--- src/rtl/lkg_pkg.sv ---
package lkg_pkg;

    typedef enum logic [2:0] {
        OP_NONE     = 3'd0,
        OP_ERASE    = 3'd1,
        OP_PROGRAM  = 3'd2,
        OP_SET_BLK  = 3'd3,
        OP_SET_MST  = 3'd4,
        OP_CLR_ALL  = 3'd5
    } lkg_op_e;

    typedef struct packed {
        logic grant;
        logic deny;
        logic wr_blk;
        logic wr_mst;
        logic clr_all;
    } lkg_verdict_t;

    localparam lkg_verdict_t VERDICT_IDLE = '{default: 1'b0};

    function automatic logic op_touches_array(input lkg_op_e op);
        return (op == OP_ERASE) || (op == OP_PROGRAM);
    endfunction

    function automatic logic op_touches_blkbits(input lkg_op_e op);
        return (op == OP_SET_BLK) || (op == OP_CLR_ALL);
    endfunction

endpackage

--- src/rtl/lkg_decide.sv ---
module lkg_decide
    import lkg_pkg::*;
#(
    parameter int NUM_BLK = 16,
    localparam int BLK_W  = $clog2(NUM_BLK)
) (
    input  logic               valid,
    input  logic [2:0]         op_raw,
    input  logic [BLK_W-1:0]   blk_idx,
    input  logic               hv,
    input  logic [NUM_BLK-1:0] blk_locks,
    input  logic               master,
    output lkg_verdict_t       verdict
);

    lkg_op_e op;
    logic    known;
    logic    allowed;

    always_comb begin
        op    = lkg_op_e'(op_raw);
        known = 1'b1;
        case (op_raw)
            3'd1, 3'd2:
                allowed = !blk_locks[blk_idx] || hv;
            3'd3, 3'd5:
                allowed = !master || hv;
            3'd4:
                allowed = hv;
            default: begin
                allowed = 1'b0;
                known   = 1'b0;
            end
        endcase
    end

    always_comb begin
        verdict = VERDICT_IDLE;
        if (valid && known) begin
            verdict.grant = allowed;
            verdict.deny  = !allowed;
            if (allowed) begin
                verdict.wr_blk  = (op == OP_SET_BLK);
                verdict.wr_mst  = (op == OP_SET_MST);
                verdict.clr_all = (op == OP_CLR_ALL);
            end
        end
    end

    always_comb begin
        assert (!(verdict.grant && verdict.deny));
        assert (!(verdict.wr_blk && !verdict.grant));
    end

endmodule

--- src/rtl/lkg_store.sv ---
module lkg_store
    import lkg_pkg::*;
#(
    parameter int NUM_BLK = 16,
    localparam int BLK_W  = $clog2(NUM_BLK)
) (
    input  logic               clk,
    input  logic               rst,
    input  lkg_verdict_t       verdict,
    input  logic [BLK_W-1:0]   blk_idx,
    input  logic               hv,
    output logic [NUM_BLK-1:0] blk_locks,
    output logic               master
);

    for (genvar g = 0; g < NUM_BLK; g++) begin : g_bit
        always_ff @(posedge clk) begin
            if (rst)
                blk_locks[g] <= 1'b0;
            else if (verdict.clr_all)
                blk_locks[g] <= 1'b0;
            else if (verdict.wr_blk && blk_idx == BLK_W'(g))
                blk_locks[g] <= 1'b1;
        end
    end

    always_ff @(posedge clk) begin
        if (rst)
            master <= 1'b0;
        else if (verdict.wr_mst)
            master <= 1'b1;
    end

    AST_MASTER_NEEDS_HV: assert property (@(posedge clk) disable iff (rst)
        (master && !$past(master)) |-> $past(hv));

    AST_ONE_BIT_SET: assert property (@(posedge clk) disable iff (rst)
        $countones(blk_locks & ~$past(blk_locks)) <= 1);

    AST_CLEAR_IS_TOTAL: assert property (@(posedge clk) disable iff (rst)
        (|($past(blk_locks) & ~blk_locks)) |-> (blk_locks == '0));

    AST_MASTER_STICKY: assert property (@(posedge clk) disable iff (rst)
        $past(master) |-> master);

endmodule

--- src/rtl/lkg_idmap.sv ---
module lkg_idmap #(
    parameter int         NUM_BLK  = 16,
    parameter int         ADDR_W   = 20,
    parameter int         DATA_W   = 8,
    parameter logic [7:0] MFR_CODE = 8'h89,
    parameter logic [7:0] DEV_CODE = 8'hA6,
    localparam int BLK_W = $clog2(NUM_BLK),
    localparam int OFS_W = ADDR_W - BLK_W
) (
    input  logic [ADDR_W-1:0]  addr,
    input  logic [NUM_BLK-1:0] blk_locks,
    input  logic               master,
    output logic [DATA_W-1:0]  data
);

    logic [BLK_W-1:0] blk;
    logic [OFS_W-1:0] ofs;

    assign blk = addr[ADDR_W-1 -: BLK_W];
    assign ofs = addr[OFS_W-1:0];

    always_comb begin
        data = '0;
        if (ofs == OFS_W'(2))
            data[0] = blk_locks[blk];
        else if (blk == '0) begin
            if (ofs == OFS_W'(0))
                data = DATA_W'(MFR_CODE);
            else if (ofs == OFS_W'(1))
                data = DATA_W'(DEV_CODE);
            else if (ofs == OFS_W'(3))
                data[0] = master;
        end
    end

    always_comb begin
        if (ofs > OFS_W'(1))
            assert (data[DATA_W-1:1] == '0);
    end

endmodule

--- src/rtl/blk_lock_guard.sv ---
module blk_lock_guard
    import lkg_pkg::*;
#(
    parameter int         NUM_BLK  = 16,
    parameter int         ADDR_W   = 20,
    parameter int         DATA_W   = 8,
    parameter logic [7:0] MFR_CODE = 8'h89,
    parameter logic [7:0] DEV_CODE = 8'hA6,
    localparam int BLK_W = $clog2(NUM_BLK)
) (
    input  logic              clk,
    input  logic              rst,
    input  logic              req_valid,
    input  logic [2:0]        req_op,
    input  logic [ADDR_W-1:0] req_addr,
    input  logic              hv_override,
    output logic              grant,
    output logic              lock_err,
    input  logic [ADDR_W-1:0] id_addr,
    output logic [DATA_W-1:0] id_data
);

    logic [BLK_W-1:0]   blk_idx;
    logic [NUM_BLK-1:0] blk_locks;
    logic               master;
    lkg_verdict_t       verdict;

    assign blk_idx = req_addr[ADDR_W-1 -: BLK_W];

    lkg_decide #(.NUM_BLK(NUM_BLK)) i_decide (
        .valid     (req_valid),
        .op_raw    (req_op),
        .blk_idx   (blk_idx),
        .hv        (hv_override),
        .blk_locks (blk_locks),
        .master    (master),
        .verdict   (verdict)
    );

    lkg_store #(.NUM_BLK(NUM_BLK)) i_store (
        .clk       (clk),
        .rst       (rst),
        .verdict   (verdict),
        .blk_idx   (blk_idx),
        .hv        (hv_override),
        .blk_locks (blk_locks),
        .master    (master)
    );

    lkg_idmap #(
        .NUM_BLK  (NUM_BLK),
        .ADDR_W   (ADDR_W),
        .DATA_W   (DATA_W),
        .MFR_CODE (MFR_CODE),
        .DEV_CODE (DEV_CODE)
    ) i_idmap (
        .addr      (id_addr),
        .blk_locks (blk_locks),
        .master    (master),
        .data      (id_data)
    );

    always_ff @(posedge clk) begin
        if (rst) begin
            grant    <= 1'b0;
            lock_err <= 1'b0;
        end else begin
            grant    <= verdict.grant;
            lock_err <= verdict.deny;
        end
    end

    AST_GRANT_ERR_EXCL: assert property (@(posedge clk) disable iff (rst)
        !(grant && lock_err));

    AST_DENY_FREEZES: assert property (@(posedge clk) disable iff (rst)
        lock_err |-> ($stable(blk_locks) && $stable(master)));

    AST_IDLE_NO_PULSE: assert property (@(posedge clk) disable iff (rst)
        !req_valid |=> (!grant && !lock_err));

    AST_IDLE_NO_CHANGE: assert property (@(posedge clk) disable iff (rst)
        !req_valid |=> ($stable(blk_locks) && $stable(master)));

    AST_LOCKED_ARRAY_DENY: assert property (@(posedge clk) disable iff (rst)
        (req_valid && op_touches_array(lkg_op_e'(req_op))
            && blk_locks[blk_idx] && !hv_override) |=> lock_err);

endmodule

--- config.mk ---
export PLATFORM = sky130hd
export DESIGN_NAME = blk_lock_guard
export DESIGN_NICKNAME = d
export VERILOG_FILES = /design/src/rtl/lkg_pkg.sv /design/src/rtl/lkg_decide.sv /design/src/rtl/lkg_store.sv /design/src/rtl/lkg_idmap.sv /design/src/rtl/blk_lock_guard.sv
export SDC_FILE = /design/constraint.sdc
export NUM_CORES = 1
export LEC_CHECK = 0
export ABC_AREA = 1
export BUFFER_PORTS_ARGS = -buffer_cell sky130_fd_sc_hd__buf_2
export CAP_MARGIN = 20
export CORE_MARGIN = 5
export CORE_UTILIZATION = 35
export CTS_CLUSTER_SIZE = 20
export DETAILED_ROUTE_END_ITERATION = 10
export PLACE_DENSITY = 0.64
export SYNTH_ARGS = -nofsm -noshare
export SYNTH_HDL_FRONTEND = slang
export SYNTH_SLANG_ARGS = --single-unit
--- constraint.sdc ---
create_clock -name clk -period 1.2 [get_ports clk]
set_input_delay 0.18 -clock clk [delete_from_list [all_inputs] [get_ports clk]]
set_output_delay 0.18 -clock clk [all_outputs]
set_load 0.005 [all_outputs]
# == Word-level counts from Yosys, hierarchy flattened ==
# Cells that the tools add are included.
# op_classes
n_lt_le_gt_ge,2
eq_ne,23
mux,15
n_bitwise,1
reduce_logical,30
# op_table
cell,n
$eq A16 B2 Y1 const B,2
$eq A4 B4 Y1 const B,8
$logic_and A1 B1 Y1,17
$eq A16 B1 Y1 const B,1
$eq A4 B3 Y1 const B,4
$logic_not A16 Y1,1
$mux W8,2
$mux W7,2
$lt A4 B5 Y1 const B,2
$bmux W1 S4,2
$eq A4 B2 Y1 const B,2
$logic_not A4 Y1,2
$reduce_or A2 Y1,4
$eq A3 B2 Y1 const B,2
$eq A3 B3 Y1 const B,2
$mux W1,6
$mux W3,2
$reduce_or A5 Y1,1
$eq A4 B1 Y1 const B,1
$eq A3 B1 Y1 const B,1
$logic_not A1 Y1,3
$pmux W1 S3,1
$logic_or A1 B1 Y1,2
$not A1 Y1,1
# word_totals
reg_bits,19
in_bits,47
out_inout_bits,10
elab_cells,90

# == Longest topological paths before layout ==
# depth
depth_word,8
ltp_mapped,14
ltp_nobuf,13

# == Cells and area by module ==
# Synthesis repeated with hierarchy kept, for this count alone.
# hier_totals
cells_unflattened,244
hier_area_um2,1456.4
# modules_own_cells
mod,instances,cells_per_inst,area_each_um2,seq_area_each_um2
lkg_store,1,81,638.1,340.3
lkg_idmap,1,83,406.6,0.0
lkg_decide,1,74,356.6,0.0
blk_lock_guard,1,6,55.1,40.0

# == Worst setup path before layout ==
# OpenSTA, ideal clock, no wires.
# synth_timing
path_kind,flip-flop to flip-flop
startpoint,register i_store.blk_locks[0]
endpoint,register i_store.blk_locks[0]
setup_ns,0.115
arrival_ns,1.178
required_ns,1.085
setup_slack_ns,-0.093
stages_incl_launch_ff,14
path_buffers,1
synth_period_minus_slack_ns,1.293
cell_sequence,dfxtp_1 -> inv_1 -> o21ai_1 -> nand2_1 -> nand2_1 -> nand2_1 -> nand2_1 -> o21ai_1 -> nand2_1 -> nand2_2 -> nand2_1 -> nand2_2 -> buf_6 -> a21oi_2
# synth_between
elab_chain_cells,8
elab_cells_between_ends,9
cone_classes,mux (5); reduce/logical (4)
# synth_rtl
element,line,text
from (decl),lkg_store.sv:12,"output logic [NUM_BLK-1:0] blk_locks,"
"from (signal, indexed assignment)",lkg_store.sv:19,blk_locks[g] <= 1'b0;
"from (signal, indexed assignment)",lkg_store.sv:21,blk_locks[g] <= 1'b0;
"from (signal, indexed assignment)",lkg_store.sv:23,blk_locks[g] <= 1'b1;
$bmux W1 S4 (*),lkg_decide.sv:25,allowed = !blk_locks[blk_idx] || hv;
$mux W1 (not written as such) (*),lkg_decide.sv:25,
$logic_not A1 Y1 (*),lkg_decide.sv:25,
$logic_or A1 B1 Y1 (*),lkg_decide.sv:25,
$pmux W1 S3 (*),lkg_decide.sv:23,case (op_raw)
$mux W3 (*),lkg_decide.sv:42,if (allowed) begin
$mux W3 (*),lkg_decide.sv:39,if (valid && known) begin
$reduce_or A2 Y1 (no line) / $logic_and A1 B1 Y1 (equally long branches),n/a,
# Mark *: on every way between the ends. The rest lies on a longest branch, timed or not. The select of a mux whose other input is x is not followed.
# A chain may end at the register's enable or synchronous reset.

# == Worst setup path after layout ==
# layout_timing
startpoint,register i_store.blk_locks[12]
endpoint,output port id_data[0]
# layout_between
elab_chain_cells,3
# layout_rtl
element,line,text
$bmux W1 S4,lkg_idmap.sv:25,data[0] = blk_locks[blk];
$mux W1 (not written as such),lkg_idmap.sv:25,
$mux W1,lkg_idmap.sv:24,if (ofs == OFS_W'(2))
to (decl),blk_lock_guard.sv:20,output logic [DATA_W-1:0] id_data
# Every way passes these cells. The select of a mux whose other input is x is not followed.

==> results.yml <==
status:
  status: "finished with violations"
  violations: "negative setup slack"
critical_path:
  start_kind: "flop"
  cp.buffers_inverters: 2
  criticalPathCategory: "flop to output port"
  crit_path_max_incr_delay_ns: 0.32
  path_cells: "buf_4, o21ai_2, nand2_1, o22ai_2, a21oi_1, a21o_1, buf_2"
  arrival_ns: 1.38
  critPathSlowestCell: "dfxtp_2"
  critical_path.max_fanout: 2
  critPathTopFamily: "compound AO/OA/AOI/OAI gates"
  end_kind: "output port"
  critPathRequiredTime_ns: 1.02
grt:
  grt_busiest_layer: "met2"
  use_met3: 0.0164
  met2_usage: 0.223
  grt_usage: 0.136
  grt_pass1_wl_mm: 5.87
  use_met1: 0.178
  antenna_found_initial: 0
  grt_max_degree: 17
  overflow: 0
  grt_pass1_vias: 1387
layout:
  postLayoutCoreUtil: 0.528
  area_growth_syn_to_layout_pct: 47.1
  final_nets: 339
  drive_gt1_frac: 0.454
  fillerInstances: 388
  diodes: 0
pwr:
  ir_drop_mv: 0.451
  swShare: 0.283
  leakage_nw: 0.920
  p_int_mw: 1.04
  power_density_nw_per_um2: 690
  total_power_mw: 1.45
  p_sw_mw: 0.409
  power.share.clock: 0.297
  seqPwrFrac: 0.440
  pwr-share-comb: 0.263
sta:
  finalHoldViolations: 0
  fmax_mhz: 642
  clock_skew_ns: 0.00435
  rsz0062_at_grt: "true"
  slew_viol_final: 0
  layout_setup_ws_ns: -0.357
  period_needed_ns: 1.56
  whs_ns: 0.149
  finalSetupViolations: 25
  finalCritPeriodShare: 1.30
drt:
  drtPass1Iterations: 4
  wl_per_cell_um: 11.3
  drc: 0
  ant_nets: 0
  routed_wl_mm: 3.85
  viasPerCell: 4.59
  via_count: 1566
  drtIter0Drc: 56
floorplan:
  die_area_um2: 5450
  fp.coreArea_um2: 3970
  die-width_um: 73.8
  rows: 23
  io_pins: 57
  initial_core_util: 0.359
  die_h_um: 73.8
place:
  gp_congestion: 0.857
  io_buffers: 38
  dp_hpwl_mm: 2.89
  post-place-ws_ns: -0.379
cts:
  cts_buffers: 3
  cts.clk_slew.worst_paths_ns: 0.07
  cts_tree: "built"
  cts_root_buf: "clkbuf_8"
  ctsHoldBuffers: 0
  cts_max_level: 1
  cts_sinks: 19
  clk_latency_ns: 0.25
  cts_buffer_depth: 2
synth:
  ys_warn_count: 0
  ys_types: 23
  async_flop_share: 0
  synth_edf_count: 0
  yosysTopAreaCell: "dfxtp_1"
  yosysMostFrequentCell: "nand2_1"
  seq_area_frac_synth: 0.267
  synthTopCellsByArea: "dfxtp_1 27%, nand2_1 14%, inv_1 9.7%"
  netlist_area_um2: 1430
  syn_inst: 229
  ys.flop_type: "dfxtp_1"
  syn_area_per_cell_um2: 6.23
  synth.top_cell.area_share: 0.267
  synth_commonest_cells: "54 x nand2_1, 37 x inv_1, 32 x nor2_1"
  ys_seq_elements: 19
min_path:
  worstHoldPathType: "primary input to flop"
run:
  maxCapViolations: 0
==> sequential cells by signal, summed over array words and instances (netlist names) <==
signal	count
i_store.blk_locks	16
grant	1
i_store.master	1
lock_err	1
==> layer usage <==
layer / up-vias / wire [um]
li1: 842 / -
met1: 676 / 1660
met3: 4 / 254
met4: 0 / 61
met2: 44 / 1880
met5: - / 0
==> layout make-up <==
type	instances	area, um2	area share
Inverter	38	143	0.0680
Clock buffer	4	45.0	0.0215
Multi-Input combinational cell	162	978	0.466
Timing Repair Buffer	68	479	0.228
Tap cell	50	62.6	0.0298
Sequential cell	19	390	0.186
==> cells in the final DEF, fill, tap and decap left out, types with 2 or more instances in the layout <==
cell	count
a21oi_2	20
a21oi_1	8
dfxtp_1	11
nand3_1	5
o21ai_1	9
nand2_1	50
clkbuf_16	2
buf_4	25
nand2_2	3
inv_2	3
nand4_1	3
nor2_1	30
nand3_2	9
conb_1	2
nand3_4	6
dfxtp_2	8
o22ai_2	2
nor2_2	2
inv_1	35
o21ai_0	3
clkbuf_8	3
buf_2	38
buf_12	2
o21ai_2	2
nand2_4	3
==> what timing repair did <==
action,4_1_cts,5_1_grt
gates resized for setup,14,34
pin swaps,7,11
cloned,0,2
hold endpoints to repair,0,0
endpoints found under the setup margin,25,25
buffers inserted,2,0
==> final timing paths <==
check             cells past startpoint  slack, ns                  start                     to
setup reg to reg                     14      -0.35  i_store.blk_locks[12]  i_store.blk_locks[13]
hold / removal                        2       0.15                    rst         i_store.master
setup / recovery                      7      -0.36  i_store.blk_locks[12]             id_data[0]
hold reg to reg                       2       0.48  i_store.blk_locks[14]  i_store.blk_locks[14]
==> power by group through the flow <==
stage / sequential [mW] / clock (mW) / combinational (mW)
floorplan: 0.652 / 0 / 0.179
global placement: 0.652 / 0 / 0.294
detailed placement: 0.652 / 0 / 0.299
CTS: 0.637 / 0.435 / 0.311
global route: 0.637 / 0.471 / 0.419
finish: 0.637 / 0.429 / 0.380
==> through the flow <==
step | setup TNS (ns) | instances | instance area, um2
floorplan | -0.960 | 230 | 1430
global route | -9.21 | 341 | 2100
finish | -6.52 | 341 | 2100
CTS | -5.89 | 339 | 1900
detailed placement | -7.24 | 333 | 1810
global placement | -6.68 | 333 | 1810
==> kinds of logic (layout without fill, tap and decap cells) <==
group                  count (synthesis)  after routing  share of synthesized area
AO/OA/AOI/OAI                         45             45                      0.190
AND/OR/NAND/NOR                      115            115                      0.371
flip-flops                            19             19                      0.267
buffers and inverters                 49            110                      0.169
other                                  1              2                    0.00263
(Power assumes the default switching activity.)
